==> src/rtl/csm_mac_pkg.sv <==
package csm_mac_pkg;

   localparam int DEF_A_W   = 8;
   localparam int DEF_B_W   = 8;
   localparam int DEF_ACC_W = 17;

   // Where the accumulator enters the carry-save reduction.
   typedef enum logic {
      SUM_MERGED = 1'b0,   // feedback folded into the partial-product chain
      SUM_SPLIT  = 1'b1    // product resolved first, then added to feedback
   } sum_mode_e;

endpackage

==> src/rtl/csm_pp_rows.sv <==
// AND-array partial products, each row shifted to its column weight.
module csm_pp_rows #(
   parameter int A_W = 8,
   parameter int B_W = 8,
   parameter int W   = 16
) (
   input  logic [A_W-1:0] a_i,
   input  logic [B_W-1:0] b_i,
   output logic [W-1:0]   rows_o [B_W]
);

   generate
      if (W < A_W) begin : g_bad_w
         $error("csm_pp_rows: row width below operand width");
      end
      for (genvar j = 0; j < B_W; j++) begin : g_row
         assign rows_o[j] = ({W{b_i[j]}} & W'(a_i)) << j;
      end
   endgenerate

endmodule

==> src/rtl/csm_csa_chain.sv <==
// Linear chain of 3:2 carry-save stages reducing ROWS vectors to a
// redundant sum/carry pair with no carry propagation.
module csm_csa_chain #(
   parameter int ROWS = 3,
   parameter int W    = 16
) (
   input  logic [W-1:0] rows_i [ROWS],
   output logic [W-1:0] sum_o,
   output logic [W-1:0] cry_o
);

   localparam int STAGES = ROWS - 1;

   logic [W-1:0] s_n [STAGES];
   logic [W-1:0] c_n [STAGES];

   generate
      if (ROWS < 2) begin : g_bad_rows
         $error("csm_csa_chain: needs at least two rows");
      end
      assign s_n[0] = rows_i[0];
      assign c_n[0] = rows_i[1];
      for (genvar k = 1; k < STAGES; k++) begin : g_stage
         assign s_n[k] = s_n[k-1] ^ c_n[k-1] ^ rows_i[k+1];
         assign c_n[k] = ((s_n[k-1] & c_n[k-1]) |
                          (s_n[k-1] & rows_i[k+1]) |
                          (c_n[k-1] & rows_i[k+1])) << 1;
      end
   endgenerate

   assign sum_o = s_n[STAGES-1];
   assign cry_o = c_n[STAGES-1];

endmodule

==> src/rtl/csm_cpa.sv <==
// Final carry-propagate adder; the carry out of the top bit is dropped.
module csm_cpa #(
   parameter int W = 16
) (
   input  logic [W-1:0] x_i,
   input  logic [W-1:0] y_i,
   output logic [W-1:0] s_o
);

   logic c;

   always_comb begin
      c = 1'b0;
      for (int i = 0; i < W; i++) begin
         s_o[i] = x_i[i] ^ y_i[i] ^ c;
         c      = (x_i[i] & y_i[i]) | (c & (x_i[i] ^ y_i[i]));
      end
   end

endmodule

==> src/rtl/csa_mac_unit.sv <==
module csa_mac_unit
   import csm_mac_pkg::*;
#(
   parameter int        A_W   = DEF_A_W,
   parameter int        B_W   = DEF_B_W,
   parameter int        ACC_W = DEF_ACC_W,
   parameter sum_mode_e MODE  = SUM_MERGED
) (
   input  logic             clk,
   input  logic             clr,
   input  logic             in_vld,
   input  logic [A_W-1:0]   op_a,
   input  logic [B_W-1:0]   op_b,
   output logic [ACC_W-1:0] acc_q
);

   localparam int PROD_W = A_W + B_W;

   logic [ACC_W-1:0] nxt_sum;

   generate
      if (ACC_W < PROD_W) begin : g_bad_acc
         $error("csa_mac_unit: accumulator narrower than a product");
      end
      if (B_W < 2 || A_W < 1) begin : g_bad_ops
         $error("csa_mac_unit: operand widths too small");
      end

      if (MODE == SUM_MERGED) begin : g_merged
         localparam int ROWS = B_W + 1;
         logic [ACC_W-1:0] pp   [B_W];
         logic [ACC_W-1:0] rows [ROWS];
         logic [ACC_W-1:0] vs, vc;

         csm_pp_rows #(.A_W(A_W), .B_W(B_W), .W(ACC_W)) u_pp (
            .a_i(op_a), .b_i(op_b), .rows_o(pp));
         for (genvar r = 0; r < B_W; r++) begin : g_cp
            assign rows[r] = pp[r];
         end
         assign rows[B_W] = acc_q;

         csm_csa_chain #(.ROWS(ROWS), .W(ACC_W)) u_tree (
            .rows_i(rows), .sum_o(vs), .cry_o(vc));
         csm_cpa #(.W(ACC_W)) u_cpa (
            .x_i(vs), .y_i(vc), .s_o(nxt_sum));
      end else begin : g_split
         logic [PROD_W-1:0] pp [B_W];
         logic [PROD_W-1:0] ps, pc, prod;
         logic [ACC_W-1:0]  arows [2];
         logic [ACC_W-1:0]  as_v, ac_v;

         csm_pp_rows #(.A_W(A_W), .B_W(B_W), .W(PROD_W)) u_pp (
            .a_i(op_a), .b_i(op_b), .rows_o(pp));
         csm_csa_chain #(.ROWS(B_W), .W(PROD_W)) u_ptree (
            .rows_i(pp), .sum_o(ps), .cry_o(pc));
         csm_cpa #(.W(PROD_W)) u_pcpa (
            .x_i(ps), .y_i(pc), .s_o(prod));

         assign arows[0] = ACC_W'(prod);
         assign arows[1] = acc_q;
         csm_csa_chain #(.ROWS(2), .W(ACC_W)) u_atree (
            .rows_i(arows), .sum_o(as_v), .cry_o(ac_v));
         csm_cpa #(.W(ACC_W)) u_acpa (
            .x_i(as_v), .y_i(ac_v), .s_o(nxt_sum));
      end
   endgenerate

   // Parallel-load accumulator register with feedback.
   always_ff @(posedge clk) begin
      if (clr)         acc_q <= '0;
      else if (in_vld) acc_q <= nxt_sum;
   end

   AST_CLEAR_ZERO: assert property (@(posedge clk)
      clr |=> acc_q == '0);

   AST_IDLE_HOLD: assert property (@(posedge clk) disable iff (clr)
      !in_vld |=> $stable(acc_q));

   AST_ACC_STEP: assert property (@(posedge clk) disable iff (clr)
      in_vld |=> acc_q == ACC_W'($past(acc_q) +
                  ACC_W'($past(op_a)) * ACC_W'($past(op_b))));

   AST_ZERO_OPERAND: assert property (@(posedge clk) disable iff (clr)
      (in_vld && (op_a == '0 || op_b == '0)) |=> $stable(acc_q));

endmodule

==> config.mk <==
export PLATFORM = sky130hd
export DESIGN_NAME = csa_mac_unit
export DESIGN_NICKNAME = d
export VERILOG_FILES = /design/src/rtl/csm_mac_pkg.sv /design/src/rtl/csm_pp_rows.sv /design/src/rtl/csm_csa_chain.sv /design/src/rtl/csm_cpa.sv /design/src/rtl/csa_mac_unit.sv
export SDC_FILE = /design/constraint.sdc
export NUM_CORES = 1
export LEC_CHECK = 0
export BUFFER_PORTS_ARGS = -buffer_cell sky130_fd_sc_hd__buf_4
export CORE_UTILIZATION = 64
export CTS_BUF_LIST = sky130_fd_sc_hd__clkbuf_16
export CTS_CLUSTER_SIZE = 24
export DETAILED_ROUTE_END_ITERATION = 6
export MAX_ROUTING_LAYER = met4
export PLACE_DENSITY = 0.88
export SLEW_MARGIN = 20
export SYNTH_ARGS = -nofsm -noshare
export SYNTH_HDL_FRONTEND = slang
export SYNTH_SLANG_ARGS = --single-unit
==> constraint.sdc <==
create_clock -name clk -period 19.65 [get_ports clk]
set_clock_uncertainty 0.05 [all_clocks]
set_input_delay 0.9825 -clock clk [delete_from_list [all_inputs] [get_ports clk]]
set_output_delay 0.9825 -clock clk [all_outputs]
set_load 0.03 [all_outputs]
==> results of run 1 <==
==> cells in the final DEF (no fill, tap or decap) <==
cell	instances
buf_4	35
a21oi_1	1
a21bo_2	1
a211oi_2	3
nor2_1	16
clkbuf_16	3
inv_1	55
and2_1	32
fa_1	63
nand2_1	32
dfxtp_1	17
nand3b_1	1
mux2i_1	13
ha_1	15
==> power by group through the flow <==
stage | Clock [uW] | Sequential, uW | Combinational [uW]
after floorplan | 0 | 73.2 | 172
after global placement | 0 | 55.5 | 240
after detailed placement | 0 | 55.6 | 253
final | 40.9 | 55.0 | 258
after global routing | 44.0 | 57.0 | 299
after CTS | 41.4 | 55.1 | 262
==> critical path, stage by stage <==
cell and delay (ns):
buf_4 0.13, nand2_1 0.09, fa_1 0.55, inv_1 0.05, fa_1 0.45, fa_1 0.50
fa_1 0.43, fa_1 0.50, inv_1 0.06, fa_1 0.48, inv_1 0.05, fa_1 0.45
fa_1 0.41, fa_1 0.47, fa_1 0.46, fa_1 0.47, fa_1 0.46, fa_1 0.46
fa_1 0.46, fa_1 0.46, fa_1 0.48, mux2i_1 0.18, nor2_1 0.05
==> kinds of logic (layout without fill, tap and decap cells) <==
group / count (synthesis) / in the layout / share of synthesized area, %
adders and majority gates: 78 / 78 / 55.8
DFF: 17 / 17 / 13.1
and+or+nand+nor: 81 / 81 / 14.9
muxes: 13 / 13 / 5.01
buffers and inverters: 58 / 93 / 9.06
AOI/OAI and AO/OA: 5 / 5 / 2.03
==> cell type report <==
| cell class | count | area [um^2] | share of cell area [%] |
|---|---|---|---|
| inverters | 54 | 203 | 6.84 |
| clock buffers | 3 | 75.1 | 2.53 |
| clock inverters | 1 | 3.75 | 0.127 |
| flip-flops and latches | 17 | 340 | 11.5 |
| repair buffers | 35 | 263 | 8.86 |
| well taps | 48 | 60.1 | 2.03 |
| multi-input cells | 177 | 2020 | 68.1 |
==> metal layers <==
layer | wire length (um) | global-route usage, %
met4 | 0 | 2.72
met3 | 97 | 4.17
met1 | 1860 | 31.8
met2 | 2540 | 47.4
met5 | 0 | -
==> per-stage QoR <==
step | setup WS [ns] | area (um^2) | total power [uW]
floorplan | 10.80 | 2590 | 245
CTS | 10.66 | 2960 | 359
global route | 10.42 | 2960 | 400
detailed placement | 10.42 | 2890 | 309
global placement | 10.57 | 2890 | 296
finish | 10.67 | 2960 | 354
==> final timing paths <==
kind                  from         to  slack (ns)  depth (start not counted)
setup reg to reg  acc_q[1]  acc_q[15]       12.65                         20
setup / recovery   op_b[2]  acc_q[15]       10.67                         23
hold / removal    acc_q[5]   acc_q[5]        0.47                          2
hold reg to reg   acc_q[5]   acc_q[5]        0.47                          2
==> flow_summary.ini, run 1 <==
[cts]
cts.repair.resized = 0
cts.sinks = 17
cts_hold_buffers = 0
cts_buffer_depth = 2
root_buffer = clkbuf_16
clock_latency_ns = 0.25
cts_inserted_buffers = 3
cts_tree = built
path_clk_slew_ns = 0.05
post_cts_buffers = 0
htreeDepth = 1

[pwr]
p_sw_share_pct = 46.7
switching_power_uw = 165
p_clk_share_pct = 11.6
seqPwrFrac_pct = 15.5
ir_drop_mv = 0.109
p_leak_uw = 0.00154
p_int_uw = 189
p_per_area_nw_per_um2 = 119
p_comb_share_pct = 72.9

[timing]
fmax_mhz = 111
slew_viol_final = 0
tns_ns = 0
slew_headroom_pct = 78.7
hold_slack_ns = 0.471
tightest_slew_ns = 0.319
setup_viol = 0
post-route-period-util_pct = 45.7
final-hold-violation-count = 0
post-route-min-period_ns = 8.98
rsz0062_at_grt = false

[routing]
routed_via_density = 5.13
wl_um = 4500
drtIter0Drc = 62
wl_per_cell_um = 13.4
dr.pass1.iters = 4
postRouteAntennaNets = 0
drc_errors = 0
via_count = 1717

[logic_synthesis]
synth_enable_flop_cells = 0
yosys_warnings = 0
synth.avg_cell_area_um2 = 10.3
async_flop_share_pct = 0
yosysSeqAreaShare_pct = 13.1
synth_top_area_share_pct = 48.6
syn-num-nets = 349
synth_top_area_cell = fa_1
synth_seq_cells = 17
synth_cell_types = 14
netlist_instances = 252
synth_common_cells = 63 x fa_1, 54 x inv_1, 32 x and2_1, 32 x nand2_1, 17 x dfxtp_1
synth_area_leaders = fa_1 49%, dfxtp_1 13%, inv_1 7.8%
synth_area_um2 = 2590
yosysMostFrequentCell = fa_1
ys.flop_type = dfxtp_1

[min_path]
hp-class = reg -> reg

[placement]
gp_congestion = 0.771
dp_cells = 331
dp_hpwl_um = 3700
io_buffers = 35

[cells_and_area]
fin_nets = 385
final_util_pct = 78.6
final_cells = 335
largest_reg_flops = 17
antennaDiodeCount = 0
drive_above_1_share_pct = 14.6
area_growth_pct = 14.2
fillers = 246
top_regs = acc_q: 17 flops
largest_register = acc_q

[grt]
grt_pass1_wl_um = 8170
antenna_found_initial = 0
grt_pass1_vias = 1882
grt.overflow.total = 0
grt_usage_pct = 26.2
grt_max_degree = 22

[floorplan]
io_pins = 36
die_area_um2 = 4310
rows = 22
die_height_um = 65.7
die_x_um = 65.7
start_util_pct = 68.8
core_um2 = 3770

[setup_path]
cp_max_fo = 8
crit_arrival_ns = 9.06
crit_type = in -> reg
end_kind = flip-flop
setup.worst_path.start_class = input port
worstPathRequired_ns = 19.73

[flow_run]
drv_cap = 0

[run_status]
status = finished clean
Note: power is estimated with default switching activity, not from simulation.
==> inputs of run 2 (changes only) <==
CORE_UTILIZATION = 59   (was 64)
PLACE_DENSITY = 0.82   (was 0.88)
clock period = 9 ns   (was 19.65 ns; I/O delays follow)
==> flow_summary.ini, run 2 (synthesized netlist as in run 1, its figures left out) <==
[cells_and_area]
seq_area_um2 = 340
largest_reg_flops = 17
final_common_cell = fa_1
fin_nets = 385
antennaDiodeCount = 0
multi_input_area_um2 = 2020
final_cells = 337
area_growth_pct = 14.4
finish.instance_area_um2 = 2970
top_regs = acc_q: 17 flops
layout_common_cells = 63 x fa_1, 54 x inv_1, 35 x buf_4, 32 x and2_1, 32 x nand2_1
fillers = 316
largest_register = acc_q
drive_above_1_share_pct = 15.0

[run_status]
status = finished clean

[cts]
root_buffer = clkbuf_16
post_cts_buffers = 0
cts_tree = built
path_clk_slew_ns = 0.05
cts_hold_buffers = 0
cts_inserted_buffers = 3
cts_buffer_depth = 2
clock_latency_ns = 0.25
htreeDepth = 1
cts.repair.resized = 0
cts.sinks = 17

[grt]
grt.overflow.total = 0
grt_usage_pct = 22.3
grt_pass1_wl_um = 7360
antenna_found_initial = 0
grt_pass1_vias = 1753
grt_max_degree = 22

[routing]
drc_errors = 0
postRouteAntennaNets = 0
dr.pass1.iters = 4
drtIter0Drc = 33
wl_per_cell_um = 12.9
routed_via_density = 5.14
wl_um = 4360
via_count = 1733

[pwr]
ir_drop_mv = 0.233
p_per_area_nw_per_um2 = 256
p_leak_uw = 0.00154

[timing]
tightest_slew_ns = 0.319
setup_viol = 0
fmax_mhz = 119
post-route-min-period_ns = 8.40
slew_headroom_pct = 78.7
tns_ns = 0
slew_viol_final = 0
rsz0062_at_grt = false
final-hold-violation-count = 0
post-route-period-util_pct = 93.3

[floorplan]
start_util_pct = 63.1
die_area_um2 = 4670
core_um2 = 4120
rows = 23
io_pins = 36
die_x_um = 68.3
die_height_um = 68.3

[placement]
post_dp_cell_area_um2 = 2890
gp_congestion = 0.777
io_buffers = 35
dp_cells = 333
dp_hpwl_um = 3830

[setup_path]
reg2reg_setup_slack_ns = 1.99
crit_arrival_ns = 8.53
cp_max_fo = 8
crit_type = in -> reg
setup.worst_path.start_class = input port
end_kind = flip-flop
worstPathRequired_ns = 9.13

[flow_run]
drv_cap = 0

[min_path]
hp-class = in -> reg
run 2: cell types whose count changed in the layout (fill, tap and decap cells not counted):
cell	before	now
inv_1	55	54
clkinv_2	0	1
run 2: final cells by class:
| class | count | share of cell area [%] |
|---|---|---|
| clock buffer | 3 | 2.53 |
| inverter | 54 | 6.83 |
| tap | 50 | 2.11 |
| timing repair buffer | 35 | 8.85 |
| clock inverter | 1 | 0.169 |
| sequential | 17 | 11.5 |
| multi-input combinational | 177 | 68.0 |
run 2: critical path: stages:
cell and delay, ns:
buf_4 0.13, nand2_1 0.08, fa_1 0.54, inv_1 0.05
fa_1 0.44, fa_1 0.51, fa_1 0.43, fa_1 0.50
inv_1 0.05, fa_1 0.47, inv_1 0.05, fa_1 0.44
fa_1 0.42, fa_1 0.46, fa_1 0.46, fa_1 0.46
fa_1 0.46, fa_1 0.47, fa_1 0.47, fa_1 0.46
fa_1 0.42, a21bo_2 0.22, a21oi_1 0.10
run 2: through the flow:
| step | util [%] | setup WS (ns) | power [uW] | hold slack [ns] |
|---|---|---|---|---|
| final | 72.1 | 0.599 | 760 | 0.473 |
| after floorplan | - | 0.686 | 535 | 0.588 |
| after global placement | 70.2 | 0.459 | 644 | 0.461 |
| after detailed placement | 70.2 | 0.280 | 678 | 0.476 |
| after CTS | 72.1 | 0.545 | 778 | 0.473 |
| after global routing | 72.1 | 0.325 | 859 | 0.484 |
run 2: final timing paths:
path,cells past startpoint,from,to
hold / removal,2,clr,acc_q[3]
hold reg to reg,2,acc_q[6],acc_q[6]
setup / recovery,23,op_b[2],acc_q[16]
setup reg to reg,20,acc_q[1],acc_q[16]
run 2: report_power, final:
part           internal, uW  leakage [uW]  switching (uW)
clock network          59.5     0.0000409            29.7
logic                   251       0.00136             300
registers              99.2      0.000140            20.4
run 2: routing by layer:
| metal | track usage, % | wire length, um | vias up | share of wire, % |
|---|---|---|---|---|
| met1 | 26.6 | 1780 | 893 | 41 |
| met2 | 40.8 | 2420 | 31 | 56 |
| met5 | - | 0 | - | 0 |
| met4 | 2.34 | 12 | 0 | 0.28 |
| met3 | 3.50 | 143 | 2 | 3.3 |
| li1 | - | - | 807 | - |
==> inputs of run 3 (changes only) <==
CORE_UTILIZATION = 64   (was 59)
PLACE_DENSITY = 0.88   (was 0.82)
clock period = 9.8 ns   (was 9 ns; I/O delays follow)
==> flow_summary.ini, run 3 (synthesized netlist as in run 1, its figures left out) <==
[run_status]
status = finished clean

[min_path]
hp-class = reg -> reg

[cells_and_area]
final_common_cell = fa_1
antennaDiodeCount = 0
largest_register = acc_q
top_regs = acc_q: 17 flops
largest_reg_flops = 17
final_cells = 335
area_growth_pct = 14.2
layout_common_cells = 63 x fa_1, 55 x inv_1, 35 x buf_4, 32 x and2_1, 32 x nand2_1
fin_nets = 385
drive_above_1_share_pct = 14.6

[flow_run]
drv_cap = 0

[cts]
cts_inserted_buffers = 3
post_cts_buffers = 0
cts_tree = built
cts_buffer_depth = 2
cts.sinks = 17
htreeDepth = 1
root_buffer = clkbuf_16
clock_latency_ns = 0.25
cts.repair.resized = 0
cts_hold_buffers = 0
path_clk_slew_ns = 0.05

[routing]
via_count = 1745
drtIter0Drc = 50
postRouteAntennaNets = 0
wl_per_cell_um = 13.5
dr.pass1.iters = 4
wl_um = 4530
drc_errors = 0
routed_via_density = 5.21

[timing]
setup_viol = 0
slew_viol_final = 0
post-route-min-period_ns = 8.48
final-hold-violation-count = 0
rsz0062_at_grt = false
fin_ws_ns = 1.32
slew_headroom_pct = 78.6
tightest_slew_ns = 0.321
fmax_mhz = 118
post-route-period-util_pct = 86.5
tns_ns = 0

[grt]
grt_max_degree = 22
grt_pass1_vias = 1888
grt.overflow.total = 0
grt_pass1_wl_um = 8100
grt_usage_pct = 25.9
antenna_found_initial = 0

[pwr]
ir_drop_mv = 0.206
p_leak_uw = 0.00154
p_per_area_nw_per_um2 = 238
total_power_uw = 706

[placement]
gp_congestion = 0.771
io_buffers = 35
dp_cells = 331
dp_hpwl_um = 3700
dp_slack_ns = 1.06

[setup_path]
crit_arrival_ns = 8.56
crit_type = in -> reg
end_kind = flip-flop
cp_max_fo = 8
setup.worst_path.start_class = input port
crit_slowest_cell = fa_1
crit_top_cell = fa_1
worstPathCellList = buf_4 -> nand2_1 -> fa_1 -> inv_1 -> fa_1 -> fa_1 -> fa_1 -> fa_1 -> inv_1 -> fa_1 -> inv_1 -> fa_1 -> fa_1 -> fa_1 -> fa_1 -> fa_1 -> fa_1 -> fa_1 -> fa_1 -> fa_1 -> fa_1 -> mux2i_1 -> nor2_1
max_stage_delay_ns = 0.54
worstPathRequired_ns = 9.88

[floorplan]
start_util_pct = 68.8
die_height_um = 65.7
rows = 22
die_x_um = 65.7
core_um2 = 3770
io_pins = 36
die_area_um2 = 4310
-- run 3: worst paths after layout --
kind	to	cells after the start	slack, ns	start
setup / recovery	acc_q[15]	23	1.32	op_b[2]
hold / removal	acc_q[5]	2	0.48	acc_q[5]
setup reg to reg	acc_q[15]	20	2.79	acc_q[1]
hold reg to reg	acc_q[5]	2	0.48	acc_q[5]
-- run 3: area by class of cell --
cell class                      count  area, um^2
Multi-Input combinational cell    177        2020
Clock buffer                        3        75.1
Clock inverter                      1        3.75
Fill cell                         244         807
Sequential cell                    17         340
Tap cell                           48        60.1
Timing Repair Buffer               35         263
Inverter                           54         203
-- run 3: power by group --
part	total, uW	switching [uW]	internal, uW
Combinational	515	283	232
Clock	81.6	27.4	54.2
Sequential	110	19.0	91.1
-- run 3: stage by stage --
stage               hold slack [ns]  utilization [%]  cell area (um^2)
global placement              0.463             76.5              2890
floorplan                     0.588                -              2590
global route                  0.498             78.6              2960
finish                        0.482             78.6              2960
CTS                           0.473             78.6              2960
detailed placement            0.465             76.5              2890
-- run 3: metal layers --
layer / vias up / part of all wire, % / GRT usage [%]
met2: 29 / 56 / 47.7
met1: 902 / 41 / 30.2
met3: 4 / 2.5 / 4.34
met5: - / 0 / -
li1: 810 / - / -
met4: 0 / 0.57 / 3.26
-- run 3: critical path, delay by kind of cell --
| kind | cells | cell delay, ns |
|---|---|---|
| buf+inv | 4 | 0.29 |
| mux | 1 | 0.18 |
| fa+ha+maj | 16 | 7.47 |
| simple gates | 2 | 0.14 |
